### config.mk
export PLATFORM = sky130hd
export DESIGN_NAME = i2c_dword_slave
export DESIGN_NICKNAME = d
export VERILOG_FILES = /design/src/rtl/i2c_dw_pkg.sv /design/src/rtl/i2c_dw_sync.sv /design/src/rtl/i2c_dw_ctrl.sv /design/src/rtl/i2c_dword_slave.sv
export SDC_FILE = /design/constraint.sdc
export NUM_CORES = 1
export LEC_CHECK = 0
export ABC_CLOCK_PERIOD_IN_PS = 2500
export BUFFER_PORTS_ARGS = -buffer_cell sky130_fd_sc_hd__buf_2
export CAP_MARGIN = 30
export CORE_MARGIN = 2
export CORE_UTILIZATION = 52
export DETAILED_ROUTE_END_ITERATION = 8
export GPL_TIMING_DRIVEN = 0
export HOLD_SLACK_MARGIN = 0.06
export PLACE_DENSITY = 0.73
export SYNTH_ARGS = -nofsm -noshare
export SYNTH_HDL_FRONTEND = slang
export SYNTH_HIERARCHICAL = 1
export SYNTH_SLANG_ARGS = --single-unit
### constraint.sdc
create_clock -name clk -period 2.5 [get_ports clk]
set_input_delay 0.375 -clock clk [delete_from_list [all_inputs] [get_ports clk]]
set_output_delay 0.375 -clock clk [all_outputs]
set_load 0.01 [all_outputs]
### src/rtl/i2c_dw_pkg.sv
package i2c_dw_pkg;

    localparam int BYTE_W   = 8;
    localparam int WORD_W   = 32;
    localparam int WORD_BYT = WORD_W / BYTE_W;

    typedef enum logic [2:0] {
        ST_IDLE,
        ST_RX,
        ST_RX_ACK,
        ST_TX,
        ST_TX_ACK
    } link_state_e;

    typedef enum logic [1:0] {
        PH_CTRL,
        PH_INDEX,
        PH_DATA
    } rx_phase_e;

endpackage

### src/rtl/i2c_dw_sync.sv
module i2c_dw_sync #(
    parameter int STAGES = 2
) (
    input  logic clk,
    input  logic rst_n,
    input  logic scl_i,
    input  logic sda_i,
    output logic sda_lvl,
    output logic scl_rise,
    output logic scl_fall,
    output logic start_det,
    output logic stop_det
);

    typedef struct packed {
        logic [STAGES-1:0] scl_pipe;
        logic [STAGES-1:0] sda_pipe;
        logic              scl_prev;
        logic              sda_prev;
    } sync_t;

    sync_t sync_d, sync_q;
    logic  scl_now;

    always_comb begin
        sync_d             = sync_q;
        sync_d.scl_pipe[0] = scl_i;
        sync_d.sda_pipe[0] = sda_i;
        for (int i = 1; i < STAGES; i++) begin
            sync_d.scl_pipe[i] = sync_q.scl_pipe[i-1];
            sync_d.sda_pipe[i] = sync_q.sda_pipe[i-1];
        end
        sync_d.scl_prev = sync_q.scl_pipe[STAGES-1];
        sync_d.sda_prev = sync_q.sda_pipe[STAGES-1];
    end

    always_ff @(posedge clk or negedge rst_n) begin
        if (!rst_n) begin
            sync_q <= '1;
        end else begin
            sync_q <= sync_d;
        end
    end

    assign scl_now   = sync_q.scl_pipe[STAGES-1];
    assign sda_lvl   = sync_q.sda_pipe[STAGES-1];
    assign scl_rise  = scl_now & ~sync_q.scl_prev;
    assign scl_fall  = ~scl_now & sync_q.scl_prev;
    assign start_det = scl_now & sync_q.scl_prev & sync_q.sda_prev & ~sda_lvl;
    assign stop_det  = scl_now & sync_q.scl_prev & ~sync_q.sda_prev & sda_lvl;

endmodule

### src/rtl/i2c_dw_ctrl.sv
module i2c_dw_ctrl
    import i2c_dw_pkg::*;
#(
    parameter logic [6:0] DEV_ADDR = 7'b0001010,
    parameter int         DW       = WORD_W,
    parameter int         PTR_W    = BYTE_W
) (
    input  logic             clk,
    input  logic             rst_n,
    input  logic             sda_lvl,
    input  logic             scl_rise,
    input  logic             scl_fall,
    input  logic             start_det,
    input  logic             stop_det,
    input  logic [DW-1:0]    rd_data,
    output logic             sda_oe,
    output logic [PTR_W-1:0] ptr,
    output logic             wr_en,
    output logic [DW-1:0]    wr_data,
    output logic             rd_en,
    output logic             idle
);

    localparam int                 NBYTES  = DW / BYTE_W;
    localparam int                 BCNT_W  = $clog2(NBYTES);
    localparam int                 CNT_W   = $clog2(BYTE_W + 1);
    localparam logic [CNT_W-1:0]   BIT_END = CNT_W'(BYTE_W);
    localparam logic [BCNT_W-1:0]  BYT_END = BCNT_W'(NBYTES - 1);

    typedef struct packed {
        link_state_e       st;
        rx_phase_e         ph;
        logic [CNT_W-1:0]  cnt;
        logic [BYTE_W-1:0] sh;
        logic              rw;
        logic [DW-1:0]     wacc;
        logic [BCNT_W-1:0] bcnt;
        logic              do_wr;
        logic [DW-1:0]     txbuf;
        logic              burst;
        logic              mack;
        logic [PTR_W-1:0]  ptr;
        logic              oe;
        logic              we;
        logic              re;
        logic [DW-1:0]     wdata;
    } ctl_t;

    ctl_t c_d, c_q;

    always_comb begin
        c_d    = c_q;
        c_d.we = 1'b0;
        c_d.re = 1'b0;
        if (c_q.we) begin
            c_d.ptr = c_q.ptr + 1'b1;
        end
        if (c_q.re) begin
            c_d.txbuf = rd_data;
        end

        if (start_det) begin
            c_d.st    = ST_RX;
            c_d.ph    = PH_CTRL;
            c_d.cnt   = '0;
            c_d.oe    = 1'b0;
            c_d.bcnt  = '0;
            c_d.do_wr = 1'b0;
        end else if (stop_det) begin
            c_d.st    = ST_IDLE;
            c_d.oe    = 1'b0;
            c_d.bcnt  = '0;
            c_d.do_wr = 1'b0;
        end else begin
            unique case (c_q.st)
                ST_RX: begin
                    if (scl_rise && c_q.cnt != BIT_END) begin
                        c_d.sh  = {c_q.sh[BYTE_W-2:0], sda_lvl};
                        c_d.cnt = c_q.cnt + 1'b1;
                    end else if (scl_fall && c_q.cnt == BIT_END) begin
                        unique case (c_q.ph)
                            PH_CTRL: begin
                                if (c_q.sh[BYTE_W-1:1] == DEV_ADDR) begin
                                    c_d.rw = c_q.sh[0];
                                    c_d.oe = 1'b1;
                                    c_d.st = ST_RX_ACK;
                                    if (c_q.sh[0]) begin
                                        c_d.re    = 1'b1;
                                        c_d.burst = 1'b0;
                                        c_d.bcnt  = '0;
                                    end
                                end else begin
                                    c_d.st = ST_IDLE;
                                end
                            end
                            PH_INDEX: begin
                                c_d.ptr = c_q.sh[PTR_W-1:0];
                                c_d.oe  = 1'b1;
                                c_d.st  = ST_RX_ACK;
                            end
                            default: begin
                                c_d.wacc = {c_q.wacc[DW-BYTE_W-1:0], c_q.sh};
                                c_d.oe   = 1'b1;
                                c_d.st   = ST_RX_ACK;
                                c_d.bcnt = c_q.bcnt + 1'b1;
                                if (c_q.bcnt == BYT_END) begin
                                    c_d.do_wr = 1'b1;
                                end
                            end
                        endcase
                    end
                end
                ST_RX_ACK: begin
                    if (scl_fall) begin
                        c_d.cnt = '0;
                        if (c_q.ph == PH_CTRL && c_q.rw) begin
                            c_d.st = ST_TX;
                            c_d.oe = ~c_q.txbuf[DW-1];
                        end else begin
                            c_d.st = ST_RX;
                            c_d.oe = 1'b0;
                            c_d.ph = (c_q.ph == PH_CTRL) ? PH_INDEX : PH_DATA;
                            if (c_q.do_wr) begin
                                c_d.we    = 1'b1;
                                c_d.wdata = c_q.wacc;
                                c_d.do_wr = 1'b0;
                            end
                        end
                    end
                end
                ST_TX: begin
                    if (scl_rise) begin
                        c_d.cnt = c_q.cnt + 1'b1;
                    end else if (scl_fall && c_q.cnt != '0) begin
                        c_d.txbuf = {c_q.txbuf[DW-2:0], 1'b0};
                        if (c_q.cnt == BIT_END) begin
                            c_d.oe = 1'b0;
                            c_d.st = ST_TX_ACK;
                        end else begin
                            c_d.oe = ~c_q.txbuf[DW-2];
                        end
                    end
                end
                ST_TX_ACK: begin
                    if (scl_rise) begin
                        c_d.mack = ~sda_lvl;
                        if (c_q.bcnt == BYT_END) begin
                            if (!sda_lvl) begin
                                c_d.ptr   = c_q.ptr + 1'b1;
                                c_d.burst = 1'b1;
                                c_d.re    = 1'b1;
                            end else if (c_q.burst) begin
                                c_d.ptr = c_q.ptr + 1'b1;
                            end
                        end
                    end else if (scl_fall) begin
                        if (c_q.mack) begin
                            c_d.st   = ST_TX;
                            c_d.cnt  = '0;
                            c_d.oe   = ~c_q.txbuf[DW-1];
                            c_d.bcnt = c_q.bcnt + 1'b1;
                        end else begin
                            c_d.st = ST_IDLE;
                            c_d.oe = 1'b0;
                        end
                    end
                end
                default: begin
                    c_d.oe = 1'b0;
                end
            endcase
        end
    end

    always_ff @(posedge clk or negedge rst_n) begin
        if (!rst_n) begin
            c_q    <= '0;
            c_q.st <= ST_IDLE;
            c_q.ph <= PH_CTRL;
        end else begin
            c_q <= c_d;
        end
    end

    assign sda_oe  = c_q.oe;
    assign ptr     = c_q.ptr;
    assign wr_en   = c_q.we;
    assign wr_data = c_q.wdata;
    assign rd_en   = c_q.re;
    assign idle    = (c_q.st == ST_IDLE);

endmodule

### src/rtl/i2c_dword_slave.sv
module i2c_dword_slave
    import i2c_dw_pkg::*;
#(
    parameter logic [6:0] DEV_ADDR    = 7'b0001010,
    parameter int         SYNC_STAGES = 2,
    parameter int         PTR_W       = BYTE_W,
    parameter int         DATA_W      = WORD_W,
    parameter int         ADDR_W      = PTR_W + $clog2(DATA_W / BYTE_W)
) (
    input  logic              clk,
    input  logic              rst_n,
    input  logic              scl_i,
    input  logic              sda_i,
    output logic              sda_oe,
    output logic [ADDR_W-1:0] reg_addr,
    output logic [DATA_W-1:0] reg_wdata,
    output logic              reg_we,
    output logic              reg_re,
    input  logic [DATA_W-1:0] reg_rdata
);

    localparam int LOW_W = ADDR_W - PTR_W;

    logic             sda_lvl;
    logic             scl_rise;
    logic             scl_fall;
    logic             start_det;
    logic             stop_det;
    logic [PTR_W-1:0] ptr;
    logic             ctl_idle;

    i2c_dw_sync #(
        .STAGES (SYNC_STAGES)
    ) u_sync (
        .clk       (clk),
        .rst_n     (rst_n),
        .scl_i     (scl_i),
        .sda_i     (sda_i),
        .sda_lvl   (sda_lvl),
        .scl_rise  (scl_rise),
        .scl_fall  (scl_fall),
        .start_det (start_det),
        .stop_det  (stop_det)
    );

    i2c_dw_ctrl #(
        .DEV_ADDR (DEV_ADDR),
        .DW       (DATA_W),
        .PTR_W    (PTR_W)
    ) u_ctrl (
        .clk       (clk),
        .rst_n     (rst_n),
        .sda_lvl   (sda_lvl),
        .scl_rise  (scl_rise),
        .scl_fall  (scl_fall),
        .start_det (start_det),
        .stop_det  (stop_det),
        .rd_data   (reg_rdata),
        .sda_oe    (sda_oe),
        .ptr       (ptr),
        .wr_en     (reg_we),
        .wr_data   (reg_wdata),
        .rd_en     (reg_re),
        .idle      (ctl_idle)
    );

    assign reg_addr = {ptr, {LOW_W{1'b0}}};

endmodule

After elaboration in Yosys (flattened, before gate mapping)
Cells that the tools add are included.
- bits in registers: 136
- bits in latches: 0
- RAM bits: 0
- ROM bits: 0
- input bits: 36
- output and inout bits: 45
- word-level logic and storage cells: 207
- memories kept: 0
- add/subtract/negate cells: 3
- multipliers: 0
- div/mod/pow operators: 0
- $lt $le $gt $ge: 0
- equality and inequality tests: 40
- shift operators: 0
- multiplexer cells: 100
- bitwise operators: 18
- reductions and logical operators: 26
- operators by type and width (cell ; number):
    $mux W32 ; 9
    $mux W42 ; 2
    $mux W36 ; 2
    $mux W34 ; 2
    $mux W47 ; 1
    $mux W41 ; 1
    $mux W8 ; 5
    $mux W1 ; 36
    $mux W9 ; 4
    $mux W3 ; 11
    $ne A4 B3 Y1 const B ; 7
    $ne A4 B4 Y1 const B ; 7
    $mux W2 ; 12
    $reduce_and A9 Y1 ; 2
    $mux W4 ; 4
    $pmux W4 S4 ; 1
    $pmux W8 S2 ; 1
    $reduce_and A8 Y1 ; 2
    $ne A3 B2 Y1 const B ; 5
    $reduce_and A7 Y1 ; 2
    $mux W12 ; 1
    $ne A2 B1 Y1 const B ; 6
    $pmux W3 S4 ; 1
    $reduce_and A4 Y1 ; 3
    other kinds (28) ; 60

Depth between registers and ports, before layout
Gate-level depths: netlist of run 1.
- depth after elaboration: 9
- depth in mapped cells: 8
- mapped depth without buffers: 7

By module
Netlist of run 1, hierarchy kept.
- by module, submodules not included (module ; times used ; cells an instance ; area each (um^2) ; sequential area each (um^2)):
    i2c_dw_ctrl ; 1 ; 567 ; 6500.0 ; 3253.1
    i2c_dw_sync ; 1 ; 10 ; 190.2 ; 157.7
    i2c_dword_slave ; 1 ; 3 ; 18.8 ; 0.0

Worst setup path after synthesis of run 1
No wires, ideal clock.
- path type: reg-to-reg
- start point: register u_sync.sync_q, in the netlist u_sync/scl_now
- end point: register u_ctrl/c_q[124] in the netlist's numbering
- library setup time: 0.122 ns
- data arrival time: 1.971 ns
- data required time: 2.378 ns
- path slack: 0.408 ns
- cell stages (with the launch flop): 8
- path buffers: 1
- period minus slack after synthesis: 2.092 ns
- cells stage by stage: dfstp_2 and4b_1 clkbuf_1 inv_1 a22o_1 nor3_2 a21bo_1 a32o_1
- longest elaborated chain between the ends: 5
- elaborated cells on any way between the ends: 19
- those cells by class: eq/ne (7); mux (1); bitwise (8); reduce/logical (3)
- ends and longest elaborated chain (element ; line ; text):
    from (decl) ; i2c_dw_sync.sv:22 ; sync_t sync_d, sync_q;
    from (signal assigned) ; i2c_dw_sync.sv:41 ; sync_q <= sync_d;
    $and A1 B1 Y1 * (3 in a row) ; i2c_dw_sync.sv:49 ; assign start_det = scl_now & sync_q.scl_prev & sync_q.sda_prev & ~sda_lvl;
    via start_det ; i2c_dword_slave.sv:27 ; logic start_det;
    $ne A3 B3 Y1 (no source line), or another cell as far along ; n/a ;
    $reduce_and A8 Y1 (no source line) ; n/a ;
    to (decl) ; i2c_dw_ctrl.sv:49 ; ctl_t c_d, c_q;
Mark *: on every way through the listed nets, which the timed path passes. The rest lies on a longest branch.
A chain may end at the register's enable or synchronous reset.

Worst setup path in the final report of run 1
- start point: register u_sync.sync_q, in the netlist u_sync/sda_lvl
- end point: register u_ctrl.c_q, in the netlist u_ctrl/wr_data[13]
- longest elaborated chain between the ends: 4
- elaborated cells on any way between the ends: 6
- those cells by class: bitwise (5); reduce/logical (1)
- ends and longest elaborated chain (element ; line):
    $not A1 Y1 ; i2c_dw_sync.sv:49
    $and A1 B1 Y1 ; i2c_dw_sync.sv:49
    via start_det ; i2c_dword_slave.sv:27
    $not A1 Y1 (no source line) ; n/a
    $reduce_and A6 Y1 (no source line) ; n/a
The timed path passes the listed nets, and every way through them passes these cells.

==> results_dict.tcl, run 1 <==
set metrics [dict create \
    status "complete, no violations" \
    grt_max_degree 104 \
    grt_usage 0.205 \
    vias_per_cell 5.34 \
    clkSinkCount 136 \
    drt_first_iter_violations 346 \
    via_count 4626 \
    cpLargestDelayFamily "simple AND/OR/NAND/NOR gates" \
    die_area_um2 13800 \
    path_max_fanout 10 \
    area_delta_synth_final_pct 20.0 \
    finalClockSkew_ns 0.00709 \
    wl_per_cell_um 15.5 \
    clock_latency_ns 0.41 \
    slew_headroom 0.528 \
    cpPeakStageDelay_ns 0.62 \
    path_buf_inv 2 \
    rows 41 \
    placed_cell_area_um2 7350 \
    netlist_area_um2 6700 \
    hold_viol_final 0 \
    fin_crit_ns 2.32 \
    crit_chain "and4b_1, nor2_2, nand2_1, or2_1, buf_2, buf_6, mux2_4" \
    die_x_um 118 \
    min_path_type "in -> reg" \
    setup_viol 0 \
    first_pass_iters 5 \
    worst_pin_slew_ns 0.709 \
    fin_nets 722 \
    power.total_w 0.00592 \
    ant_nets 0 \
    startpoint_type "flip-flop" \
    remaining_drc_errors 0 \
    layout_commonest_cell "dfrtp_1" \
    cpMaxStageDelayCell "dfstp_2" \
    start_util 0.531 \
    syn_area_per_cell_um2 11.6 \
    post-place-cells 831 \
    report.final.slew_viol_count 0 \
    drive_gt1_frac 0.376 \
    worst_ir_drop_vdd_mv 0.814 \
    grt_pass1_wl_um 23000 \
    worst-setup-path-type "reg -> reg" \
    wl_um 13400 \
    cap_violations 0 \
    post-route-cell-area_um2 8050 \
    grt_antenna_before_repair 0 \
    setup_tns_ns 0 \
    cts_buffers 17 \
    io_pins 81 \
    die_y_um 118 \
    power.density_nw_per_um2 735 \
    io_buffers 78 \
    rsz0062_at_grt "no" \
    diodes 0 \
    synthCells 579 \
    critPathRequiredTime_ns 2.80 \
    reg2reg_from "u_sync/sda_lvl" \
    cts_max_level 4 \
    fin_cells 867 \
    finalCritPeriodShare 0.930 \
    fp.coreArea_um2 12600 \
    min-delay-start "reg_rdata[0]" \
    clock_path_buffers 2 \
    path_clk_slew_ns 0.06 \
    grt_pass1_vias 4677 \
    crit_start "u_sync/sda_lvl" \
    synth_warnings 6 \
    grt-ovfl-total 0 \
    max_freq_mhz 430 \
    endpoint_kind "flip-flop" \
    cellLeakagePower_nw 3.85 \
    cp_data_arrival_time_ns 2.62 \
    final_cell_mix "dfrtp_1 (130), buf_2 (89), nand2_1 (52)" \
    gp_congestion 0.873 \
    holdWs_ns 0.233 \
    cts_tree "built" \
    root_buffer "clkbuf_16" \
    hpwl_um 9570 \
]
where the power goes:
group	internal [W]	switching, W
clock	0.00172	0.000919
sequential	0.00234	0.000154
combinational	0.000319	0.000463
registers in the layout, summed over array words and instances, names as in the netlist:
register,count
u_ctrl/c_q,87
u_ctrl/wr_data,32
u_ctrl/ptr,8
u_sync/sync_d,2
u_sync/sync_q,2
u_ctrl/rd_en,1
u_ctrl/sda_oe,1
u_ctrl/wr_en,1
u_sync/scl_now,1
u_sync/sda_lvl,1
final cells by class:
class	count	area (um2)
Buffer	71	465
Clock buffer	20	457
Clock inverter	12	173
Fill cell	1021	4570
Inverter	7	26.3
Multi-Input combinational cell	364	2820
Sequential cell	136	3410
Tap cell	172	215
Timing Repair Buffer	85	477
repair_timing:
| action | CTS | global route |
|---|---|---|
| resized for setup | 5 | 4 |
| setup buffers | 0 | 3 |
| pin swaps | 0 | 1 |
| hold buffers | 3 | 0 |
| setup endpoints to repair | 34 | 101 |
| hold endpoints to repair | 29 | 0 |
metal layers:
metal | GRT usage | wire length (um) | vias up
met5 | 0 | 0 | -
met3 | 0.0562 | 678 | 18
li1 | - | - | 2213
met2 | 0.345 | 6720 | 122
met4 | 0.0685 | 223 | 0
met1 | 0.257 | 5820 | 2273
worst register-to-register path, stage by stage, from the launching register on:
cell and delay [ns]:
dfstp_2 0.62, and4b_1 0.34, nor2_2 0.32, nand2_1 0.08
or2_1 0.20, buf_2 0.18, buf_6 0.18, mux2_4 0.31
through the flow:
step	util	setup WS, ns
floorplan	-	0.408
global placement	0.580	-0.729
detailed placement	0.582	-0.107
CTS	0.636	0.00665
global route	0.638	0.0256
finish	0.638	0.175
worst paths after layout:
check	depth (start not counted)	end	slack [ns]
setup / recovery	7	u_ctrl/wr_data[13]	0.18
hold / removal	3	u_ctrl/c_q[45]	0.23
setup reg to reg	7	u_ctrl/wr_data[13]	0.18
hold reg to reg	0	u_sync/sda_lvl	0.36
max in group asynchronous	3	u_ctrl/c_q[62]	1.28
min in group asynchronous	2	u_ctrl/wr_en	0.42
Note: power is estimated with default switching activity, not from simulation.
==> run 2, diff against run 1 <==
Settings changed: CELL_PAD_IN_SITES_DETAIL_PLACEMENT set to 1, CELL_PAD_IN_SITES_GLOBAL_PLACEMENT set to 1, CORE_UTILIZATION 52 to 47, PLACE_DENSITY 0.73 to not set, PLACE_DENSITY_LB_ADDON set to 0.1.
==> run 2 against run 1 <==
Effect of this change: combinational power grew 3%; flip-flop and latch count unchanged; via count rose by 2.0%; final cell count rose by 0.69%; non-clock buffer count is 2 lower; power up 0.60%; critical path type unchanged.
==> results_dict.tcl, run 2 (synthesis gave the netlist of run 1 again) <==
set metrics [dict create \
    area_delta_synth_final_pct 20.1 \
    report.final.slew_viol_count 0 \
    grt_max_degree 103 \
    cellLeakagePower_nw 3.83 \
    pwr-share-seq 0.422 \
    finalCritPeriodShare 0.918 \
    power.switching_w 0.00159 \
    cts_buffers 17 \
    endpoint_kind "flip-flop" \
    clock_latency_ns 0.42 \
    placed_cell_area_um2 7360 \
    largest_reg_flops 87 \
    min_path_type "in -> reg" \
    final_cell_mix "dfrtp_1 (130), buf_2 (88), nand2_1 (52)" \
    reg2reg_depth 6 \
    fp.coreArea_um2 13900 \
    setup_tns_ns 0 \
    grt_pass1_wl_um 26400 \
    cap_violations 0 \
    r2r_slack_ns 0.20 \
    holdWs_ns 0.237 \
    critPathRequiredTime_ns 2.80 \
    io_buffers 78 \
    finalClockSkew_ns 0.00631 \
    path_max_fanout 8 \
    largest_register "u_ctrl/c_q" \
    diodes 0 \
    cell_internal_pwr_w 0.00437 \
    hpwl_um 11100 \
    remaining_drc_errors 0 \
    clock_path_buffers 2 \
    clkSinkCount 136 \
    die_area_um2 15200 \
    worst-setup-path-type "reg -> reg" \
    hold_viol_final 0 \
    grt-ovfl-total 0 \
    status "complete, no violations" \
    die_y_um 123 \
    path_clk_slew_ns 0.05 \
    grt_pass1_vias 5125 \
    first_pass_iters 4 \
    root_buffer "clkbuf_16" \
    rsz0062_at_grt "no" \
    max_freq_mhz 436 \
    vias_per_cell 5.41 \
    worst_pin_slew_ns 0.729 \
    cts_max_level 4 \
    grt_antenna_before_repair 0 \
    fin_nets 720 \
    cp_data_arrival_time_ns 2.60 \
    io_pins 81 \
    layout_commonest_cell "dfrtp_1" \
    swShare 0.267 \
    power.density_nw_per_um2 740 \
    drive_gt1_frac 0.371 \
    fin_ws_ns 0.205 \
    grt_usage 0.228 \
    start_util 0.483 \
    drt_first_iter_violations 272 \
    slew_headroom 0.514 \
    cts_tree "built" \
    worst_ir_drop_vdd_mv 0.490 \
    combPwrFrac 0.135 \
    via_count 4719 \
    fin_cells 873 \
    clock_power_share 0.443 \
    fin_crit_ns 2.30 \
    post-place-cells 839 \
    gp_congestion 0.899 \
    ant_nets 0 \
    rows 43 \
    post-route-cell-area_um2 8050 \
    startpoint_type "flip-flop" \
    setup_viol 0 \
    min_path_cells 3 \
    die_x_um 123 \
    wl_um 16300 \
    wl_per_cell_um 18.7 \
    pre_cts_slack_ns -0.263 \
]
==> run 2: changes by cell type in the layout (fill, tap and decap cells not counted), sizes merged <==
| cell | previous run | this run |
|---|---|---|
| clkinv | 5 | 2 |
| buf | 139 | 137 |
| clkbuf | 34 | 36 |
| clkinvlp | 2 | 3 |
==> run 2: per-layer routing <==
layer | routed length (um) | share of wire | track usage | vias to the layer above
li1 | - | - | - | 2210
met1 | 7010 | 0.43 | 0.284 | 2395
met2 | 8530 | 0.52 | 0.393 | 96
met3 | 545 | 0.033 | 0.0526 | 18
met4 | 207 | 0.013 | 0.0724 | 0
met5 | 0 | 0 | 0 | -
==> run 2: repair_timing <==
item | CTS | global route
hold buffers | 3 | 0
pin swaps | 2 | 0
gates resized for setup | 8 | 7
endpoints found under the setup margin | 45 | 70
endpoints found under the hold margin | 30 | 0
setup buffers | 0 | 1
==> run 2: cell type report <==
type | count | area (um2)
Fill cell | 1489 | 5830
Clock inverter | 10 | 169
Buffer | 71 | 468
Timing Repair Buffer | 83 | 462
Tap cell | 180 | 225
Clock buffer | 22 | 454
Multi-Input combinational cell | 364 | 2830
Inverter | 7 | 26.3
Sequential cell | 136 | 3410
==> run 2: path summary, 6_finish.rpt <==
path / from / endpoint
max: u_sync/scl_now / u_ctrl/c_q[124]
min: reg_rdata[0] / u_ctrl/c_q[45]
max reg2reg: u_sync/scl_now / u_ctrl/c_q[124]
min reg2reg: u_sync/sync_d[5] / u_sync/scl_now
max in group asynchronous: rst_n / u_ctrl/c_q[49]
min in group asynchronous: rst_n / u_ctrl/ptr[6]
==> run 2: through the flow <==
stage               utilization  total power [W]
floorplan                     -          0.00302
global placement          0.528          0.00327
detailed placement        0.530          0.00332
CTS                       0.579          0.00601
global route              0.580          0.00623
finish                    0.580          0.00595
==> run 2: power by group through the flow <==
stage | combinational (W) | sequential, W | clock [W]
final | 0.000802 | 0.00251 | 0.00264
after global routing | 0.000887 | 0.00254 | 0.00281
after CTS | 0.000800 | 0.00251 | 0.00270
after detailed placement | 0.000773 | 0.00255 | 0
after global placement | 0.000734 | 0.00254 | 0
after floorplan | 0.000539 | 0.00248 | 0
==> run 2: worst max-delay path, cell delays in order, from the launching register on <==
cell and delay (ns):
dfstp_2 0.56, and4b_1 0.42, inv_1 0.10, a22o_1 0.25, nor3_2 0.40, a21bo_1 0.26
a32o_1 0.19
